===== src/rtl/mfr_pkg.sv =====
package mfr_pkg;
    typedef enum logic [1:0] {
        TRAP_NONE  = 2'd0,
        TRAP_PAGE  = 2'd1,
        TRAP_WPROT = 2'd2,
        TRAP_STACK = 2'd3
    } trap_e;

    typedef enum logic [1:0] {
        ST_IDLE = 2'd0,
        ST_HOLD = 2'd1,
        ST_FIN  = 2'd2
    } phase_e;
endpackage


===== src/rtl/mfr_classify.sv =====
module mfr_classify
    import mfr_pkg::*;
#(
    parameter int STACK_SIZE = 14,
    parameter int SP_W       = $clog2(STACK_SIZE + 2)
) (
    input  logic            wp_bit,
    input  logic            dirty_bit,
    input  logic            was_store,
    input  logic            stk_over,
    input  logic            stk_under,
    input  logic [SP_W-1:0] cur_sp,
    output trap_e           code,
    output logic            is_stack
);
    localparam logic [SP_W-1:0] LIMIT = SP_W'(STACK_SIZE);

    logic sp_oob;
    logic wp_case;

    always_comb begin
        // out of bounds when sp - (size+1) is non-negative
        sp_oob   = (cur_sp > LIMIT);
        is_stack = stk_over | stk_under | sp_oob;
        wp_case  = wp_bit & ~dirty_bit & was_store;
        if (is_stack)     code = TRAP_STACK;
        else if (wp_case) code = TRAP_WPROT;
        else              code = TRAP_PAGE;
    end
endmodule


===== src/rtl/mfr_sp_fix.sv =====
module mfr_sp_fix #(
    parameter int STACK_SIZE = 14,
    parameter int SP_W       = $clog2(STACK_SIZE + 2)
) (
    input  logic            is_stack,
    input  logic [SP_W-1:0] cur_sp,
    input  logic [SP_W-1:0] start_sp,
    output logic [SP_W-1:0] sp_fixed
);
    localparam logic [SP_W-1:0] LIMIT = SP_W'(STACK_SIZE);

    always_comb begin
        if (!is_stack)            sp_fixed = cur_sp;
        else if (start_sp > LIMIT) sp_fixed = LIMIT;
        else                      sp_fixed = start_sp;
    end
endmodule


===== src/rtl/mfr_countdown.sv =====
module mfr_countdown #(
    parameter int CYCLES = 40,
    parameter int CNT_W  = $clog2(CYCLES + 1)
) (
    input  logic clk,
    input  logic rst_n,
    input  logic load,
    output logic active,
    output logic last
);
    localparam logic [CNT_W-1:0] INIT = CNT_W'(CYCLES);

    logic [CNT_W-1:0] cnt_d, cnt_q;

    always_comb begin
        cnt_d = cnt_q;
        if (load)              cnt_d = INIT;
        else if (cnt_q != '0)  cnt_d = cnt_q - 1'b1;
    end

    always_ff @(posedge clk) begin
        if (!rst_n) cnt_q <= '0;
        else        cnt_q <= cnt_d;
    end

    assign active = (cnt_q != '0);
    assign last   = (cnt_q == CNT_W'(1));


    load_when_idle_chk: assert property (@(posedge clk) disable iff (!rst_n)
        load |-> !active);


    count_steps_chk: assert property (@(posedge clk) disable iff (!rst_n)
        (active && !load) |=> (cnt_q == $past(cnt_q) - 1'b1));
endmodule


===== src/rtl/mfr_top.sv =====
module mfr_top
    import mfr_pkg::*;
#(
    parameter int STACK_SIZE = 14,
    parameter int SP_W       = $clog2(STACK_SIZE + 2),
    parameter int VA_W       = 16,
    parameter int HI_KEEP    = 12,
    parameter int RST_CYCLES = 40
) (
    input  logic            clk,
    input  logic            rst_n,
    input  logic            start,
    input  logic            wp_bit,
    input  logic            dirty_bit,
    input  logic            was_store,
    input  logic            stk_over,
    input  logic            stk_under,
    input  logic [SP_W-1:0] cur_sp,
    input  logic [SP_W-1:0] start_sp,
    input  logic [VA_W-1:0] va_hi,
    input  logic [VA_W-1:0] va_lo,
    output logic            busy,
    output logic            done,
    output logic            fetch_rst,
    output logic [1:0]      trap_code,
    output logic [VA_W-1:0] param_lo,
    output logic [VA_W-1:0] param_hi,
    output logic [SP_W-1:0] sp_out
);
    localparam logic [VA_W-1:0] HI_MASK = VA_W'((64'd1 << HI_KEEP) - 64'd1);

    typedef struct packed {
        phase_e          phase;
        trap_e           code;
        logic [VA_W-1:0] plo;
        logic [VA_W-1:0] phi;
        logic [SP_W-1:0] sp;
    } state_t;

    state_t s_d, s_q;

    trap_e           cls_code;
    logic            cls_stack;
    logic [SP_W-1:0] sp_fixed;
    logic            accept;
    logic            cd_active, cd_last;

    mfr_classify #(.STACK_SIZE(STACK_SIZE), .SP_W(SP_W)) u_classify (
        .wp_bit(wp_bit), .dirty_bit(dirty_bit), .was_store(was_store),
        .stk_over(stk_over), .stk_under(stk_under), .cur_sp(cur_sp),
        .code(cls_code), .is_stack(cls_stack)
    );

    mfr_sp_fix #(.STACK_SIZE(STACK_SIZE), .SP_W(SP_W)) u_sp_fix (
        .is_stack(cls_stack), .cur_sp(cur_sp), .start_sp(start_sp),
        .sp_fixed(sp_fixed)
    );

    mfr_countdown #(.CYCLES(RST_CYCLES)) u_countdown (
        .clk(clk), .rst_n(rst_n), .load(accept),
        .active(cd_active), .last(cd_last)
    );

    assign accept = start && (s_q.phase == ST_IDLE);

    always_comb begin
        s_d = s_q;
        unique case (s_q.phase)
            ST_IDLE: if (accept) begin
                s_d.phase = ST_HOLD;
                s_d.code  = cls_code;
                s_d.plo   = va_lo;
                s_d.phi   = va_hi & HI_MASK;
                s_d.sp    = sp_fixed;
            end
            ST_HOLD: if (cd_last) s_d.phase = ST_FIN;
            ST_FIN:  s_d.phase = ST_IDLE;
            default: s_d.phase = ST_IDLE;
        endcase
    end

    always_ff @(posedge clk) begin
        if (!rst_n) begin
            s_q.phase <= ST_IDLE;
            s_q.code  <= TRAP_NONE;
            s_q.plo   <= '0;
            s_q.phi   <= '0;
            s_q.sp    <= '0;
        end else begin
            s_q <= s_d;
        end
    end

    assign busy      = (s_q.phase != ST_IDLE);
    assign done      = (s_q.phase == ST_FIN);
    assign fetch_rst = cd_active;
    assign trap_code = s_q.code;
    assign param_lo  = s_q.plo;
    assign param_hi  = s_q.phi;
    assign sp_out    = s_q.sp;


    done_after_reset_chk: assert property (@(posedge clk) disable iff (!rst_n)
        done |-> ($past(fetch_rst) && !fetch_rst));


    fall_gives_done_chk: assert property (@(posedge clk) disable iff (!rst_n)
        $fell(fetch_rst) |-> done);


    hold_results_chk: assert property (@(posedge clk) disable iff (!rst_n)
        (busy && $past(busy)) |-> ($stable(trap_code) && $stable(sp_out)));


    sp_in_range_chk: assert property (@(posedge clk) disable iff (!rst_n)
        (done && trap_code == 2'd3) |-> (sp_out <= SP_W'(STACK_SIZE)));


    hi_masked_chk: assert property (@(posedge clk) disable iff (!rst_n)
        done |-> ((param_hi & ~HI_MASK) == '0));
endmodule


===== config.mk =====
export PLATFORM = sky130hd
export DESIGN_NAME = mfr_top
export DESIGN_NICKNAME = d
export VERILOG_FILES = /design/src/rtl/mfr_pkg.sv /design/src/rtl/mfr_classify.sv /design/src/rtl/mfr_sp_fix.sv /design/src/rtl/mfr_countdown.sv /design/src/rtl/mfr_top.sv
export SDC_FILE = /design/constraint.sdc
export NUM_CORES = 1
export LEC_CHECK = 0
export BUFFER_PORTS_ARGS = -buffer_cell sky130_fd_sc_hd__buf_2
export CAP_MARGIN = 25
export CORE_AREA = 2 2 60 84
export DETAILED_ROUTE_END_ITERATION = 8
export DIE_AREA = 0 0 62 86
export PLACE_DENSITY = 0.72
export SYNTH_ARGS = -nofsm -noshare
export SYNTH_HDL_FRONTEND = slang
export SYNTH_SLANG_ARGS = --single-unit

===== constraint.sdc =====
create_clock -name clk -period 1.6 [get_ports clk]
set_input_delay 0.24 -clock clk [delete_from_list [all_inputs] [get_ports clk]]
set_output_delay 0.24 -clock clk [all_outputs]
set_load 0.005 [all_outputs]

Word level (Yosys, flattened, before mapping)
Cells that the tools add are included.

operators by class
  add/subtract/negate cells = 1
  order comparisons = 2
  equality and inequality tests = 5
  mux-type cells = 9
  bitwise logic cells = 6
  reduce and logical (&&, ||, !) cells = 8

operators by type and width
  cell                                                                   number
  40-bit two-way mux                                                     1
  6-bit two-way mux                                                      2
  4-bit > comparator, second input constant                              2
  4-bit two-way mux                                                      2
  6-bit by 1-bit equality test with 1-bit output, second input constant  1
  2-bit two-way mux                                                      3
  6-bit nonzero test                                                     1
  6-bit by 1-bit subtractor with 6-bit output, second input constant     1
  2-bit inequality test, second input constant                           2
  2-bit one-hot mux with 2 select lines                                  1
  2-bit AND reduction                                                    2
  2-bit nonzero test                                                     2
  1-bit AND                                                              2
  2-bit by 1-bit equality test with 1-bit output, second input constant  1
  2-bit equality test, second input constant                             1
  2-bit logical NOT                                                      1
  1-bit inverter                                                         2
  1-bit bitwise OR                                                       2
  2-bit OR reduction                                                     1
  1-bit logical AND                                                      1

storage, ports and cells
  flip-flop bits (word level) = 42
  bits of input ports = 48
  output and inout port bits = 41
  logic and storage cells = 38

Depth between registers and ports, before layout
  depth after elaboration = 7
  mapped depth = 5
  mapped depth without buffers = 5

Modules after synthesis
From an unflattened synthesis, not the netlist that was laid out.

unflattened totals
  cells, all modules = 246
  area total of the unflattened synthesis = 2219.6 um^2

by module, submodules not included
  module         times used  cells an instance  area an instance (um^2)  seq. area each (um^2)
  mfr_top        1           197                1771.7                   720.7
  mfr_countdown  1           37                 349.1                    120.1
  mfr_sp_fix     1           5                  52.6                     0.0
  mfr_classify   1           7                  46.3                     0.0

Worst setup path after synthesis
OpenSTA, ideal clock, no wires.

  path kind = reg-to-reg
  start point = register s_q[39] in the netlist's numbering
  end point = register s_q (netlist bit trap_code[0])
  library setup time = 0.119 ns
  arrival time = 1.094 ns
  data required time = 1.481 ns
  setup slack = 0.386 ns
  stages on the path, launching flop included = 6
  path buffers = 2
  period minus slack after synthesis = 1.214 ns
  path through = dfxtp_1 > or3b_1 > buf_6 > buf_6 > nor2_2 > a21oi_1

between the ends
  cells in the longest elaborated chain, start to end = 3

ends and longest elaborated chain
  element                                 RTL line                      source
  from (decl)                             mfr_top.sv:40                 state_t s_d, s_q;
  2-bit logical NOT *                     mfr_top.sv:64, mfr_top.sv:68
  1-bit logical AND                       mfr_top.sv:64                 assign accept = start && (s_q.phase == ST_IDLE);
  2-bit AND reduction (no source line) *  -

Every way passes the cells marked *; elsewhere a longest branch is shown, timed or not.
A chain may end at the register's enable or synchronous reset.

Worst setup path in the final report
  start point = register u_countdown.cnt_q[0]
  end point = output fetch_rst

between the ends
  cells in the longest elaborated chain, start to end = 1

ends and longest elaborated chain
  element                 RTL line             source
  from (decl)             mfr_countdown.sv:13  logic [CNT_W-1:0] cnt_d, cnt_q;
  from (signal assigned)  mfr_countdown.sv:23  else cnt_q <= cnt_d;
  6-bit nonzero test      mfr_countdown.sv:26  assign active = (cnt_q != '0);
  to (decl)               mfr_top.sv:24        output logic fetch_rst,

Every way passes these cells.

==> flow_metrics.py <==
metrics = {
    "outcome": {
        "status": "complete, no violations",
    },
    "global_routing": {
        "first_global_vias": 1497,
        "overflow": 0,
        "grt_max_degree": 39,
        "gr-usage-all-layers_pct": 15.3,
        "grt_pass1_wl_um": 6280,
        "antenna_violations_before_repair": 0,
    },
    "die": {
        "boundaryPins": 89,
        "fp.dieH_um": 86,
        "core_region_area_um2": 4540,
        "die_area_um2": 5330,
        "start_util_pct": 43.6,
        "die_w_um": 62,
        "floorplan.rows": 29,
    },
    "clock_network": {
        "tritoncts.num_buffers": 5,
        "path_clk_slew_ps": 80,
        "cts.sinks": 42,
        "root_buffer": "clkbuf_8",
        "post_cts_buffers": 0,
        "cts_buffer_depth": 2,
        "number_of_hold_buffers_added_after_cts": 0,
        "cts_repair_resize_count": 0,
        "cts_htree_levels": 2,
        "cts_tree": "done",
        "clock_latency_ps": 280,
    },
    "critical_path": {
        "timing.critical_path.arrival_ps": 1230,
        "timing_worst_setup_path_type": "flop to output port",
        "ff2ff_path_depth": 4,
        "critical_path_required_ps": 1360,
        "critPathMaxFanout": 7,
        "endpoint_kind": "output port",
        "worst_setup_path_start_kind": "flop",
    },
    "hold_path": {
        "hold_depth": 3,
        "timing.hold.worst.class": "input port to flop",
    },
    "yosys": {
        "netlist_top_cells_area": "dfxtp_1, buf_4, nand2_1, a21oi_1, buf_6",
        "synthesis.area_per_instance_um2": 8.28,
        "number_of_flip_flops_and_latches_in_the_synthesized_netlist": 42,
        "netlist-cell-type-count": 38,
        "combined_area_of_all_synthesized_cells_um2": 1980,
        "post_synth_most_frequent_cells": "nand2_1, dfxtp_1, buf_4",
        "synthesis.yosys.warnings": 0,
        "syn-instance-count": 239,
        "synth.most_common_cell": "nand2_1",
        "synth_edf_count": 0,
        "netlist.area_leader.share_pct": 42.5,
        "dominantRegCellSynth": "dfxtp_1",
        "synth_seq_area_share_pct": 42.5,
        "synth_area_leader_cell": "dfxtp_1",
        "ys_async_sr_fraction_pct": 0,
    },
    "pwr": {
        "cellLeakagePower_nw": 1.05,
        "power_mw": 2.78,
        "power_per_cell_area_nw_per_um2": 1220,
        "ir_worst_vdd_mv": 0.611,
    },
    "sta": {
        "hold_slack_ps": 182,
        "setup_violation_total_in_the_final_timing_report": 0,
        "finalMaxSlewViolations": 0,
        "min_period_ps": 1470,
        "final.period_utilization_pct": 92.0,
        "timing.clock.skew_ps": 2.80,
        "fmaxAchievable_ghz": 0.680,
        "timing.final.hold_violations": 0,
        "postLayoutSetupSlackWorst_ps": 129,
        "fin_tns_setup_ps": 0,
        "grt_setup_unrepaired": "false",
    },
    "finish": {
        "design_area_um2": 2280,
        "fin_util_pct": 50.2,
        "area_delta_synth_final_pct": 15.1,
        "final_nets": 338,
        "layout-drive-gt1-share_pct": 35.1,
        "antenna_cells_inserted": 0,
        "layoutNonFillerInstCount": 350,
    },
    "place": {
        "place_ws_ps": 86.8,
        "gp_congestion": 0.773,
        "total_half_perimeter_wirelength_after_legalization_and_detailed_placement_um": 2970,
        "placed_area_um2": 2170,
        "port_buffers": 80,
        "numPlacedInstances": 342,
    },
    "routing": {
        "ant_nets": 0,
        "post_drt_via_cell_ratio": 4.70,
        "wl_per_cell_um": 11.6,
        "detailedRoute.firstIterationViolations": 38,
        "drt-pass1-iter-count": 4,
        "drc_errors": 0,
        "vias": 1644,
        "wl_um": 4070,
    },
    "run": {
        "drv_cap": 0,
    },
}
registers in the layout, summed over array words and instances, names as in the netlist:
signal and flops:
param_lo 16, param_hi 12, u_countdown.cnt_q 6, sp_out 4, s_q 2, trap_code 2
logic make-up after synthesis:
| group | after synthesis | share of synthesized area (%) |
|---|---|---|
| and+or+nand+nor | 89 | 21.3 |
| buffers and inverters | 52 | 19.1 |
| AOI/OAI and AO/OA | 50 | 14.2 |
| DFF | 42 | 42.5 |
| adders and majority gates | 3 | 1.90 |
| xor gates and xnor gates | 2 | 0.885 |
| other | 1 | 0.189 |
critical path, stage by stage (launching register included):
cell	delay, ps
dfxtp_1	350
inv_1	180
ha_4	200
nand2_1	80
buf_2	140
where the power goes:
part	leakage (nW)	internal (mW)	total [mW]	switching, mW
logic	0.659	0.403	0.808	0.405
clock network	0.0482	0.348	0.688	0.340
registers	0.346	1.17	1.28	0.107
layout by cell type, fill, tap and decap left out, types with 2 or more instances in the layout:
cell      synthesis  routed
a211oi_1          3       3
nor4_1            5       5
o21ai_0           3       3
conb_1            1       4
buf_2             2      80
ha_1              3       2
nand3_1           3       3
nor2_1            4       4
nor3b_1           4       3
nor3b_2           1       2
a21oi_1          35      35
xnor2_1           2       2
inv_1             3       3
nand2_1          59      59
buf_4            40       6
nor3_1            3       3
dfxtp_1          42      42
clkbuf_8          0       6
path summary, 6_finish.rpt:
path / from / end / slack (ps)
worst max-delay path: u_countdown.cnt_q[0]$_SDFFE_PP0P_ / fetch_rst / 130
worst min-delay path: va_hi[7] / param_hi[7]$_SDFFE_PN0P_ / 180
worst min register to register: param_lo[7]$_SDFFE_PN0P_ / param_lo[7]$_SDFFE_PN0P_ / 450
worst max register to register: s_q[38]$_SDFFE_PN0P_ / trap_code[0]$_SDFFE_PN0P_ / 280
layer usage:
metal	vias to the layer above	GRT usage (%)	routed length, um
li1	847	-	-
met1	745	18.0	1740
met2	46	25.9	2050
met3	6	3.32	208
met4	0	6.19	61
met5	-	0	0
area by class of cell:
| type | count | area, um2 |
|---|---|---|
| Inverter | 3 | 11.3 |
| Clock buffer | 7 | 86.3 |
| Multi-Input combinational cell | 148 | 792 |
| Clock inverter | 1 | 5.00 |
| Fill cell | 460 | 2260 |
| Timing Repair Buffer | 87 | 465 |
| Tap cell | 62 | 77.6 |
| Sequential cell | 42 | 841 |
No activity file was read; power rests on OpenSTA's default activity.
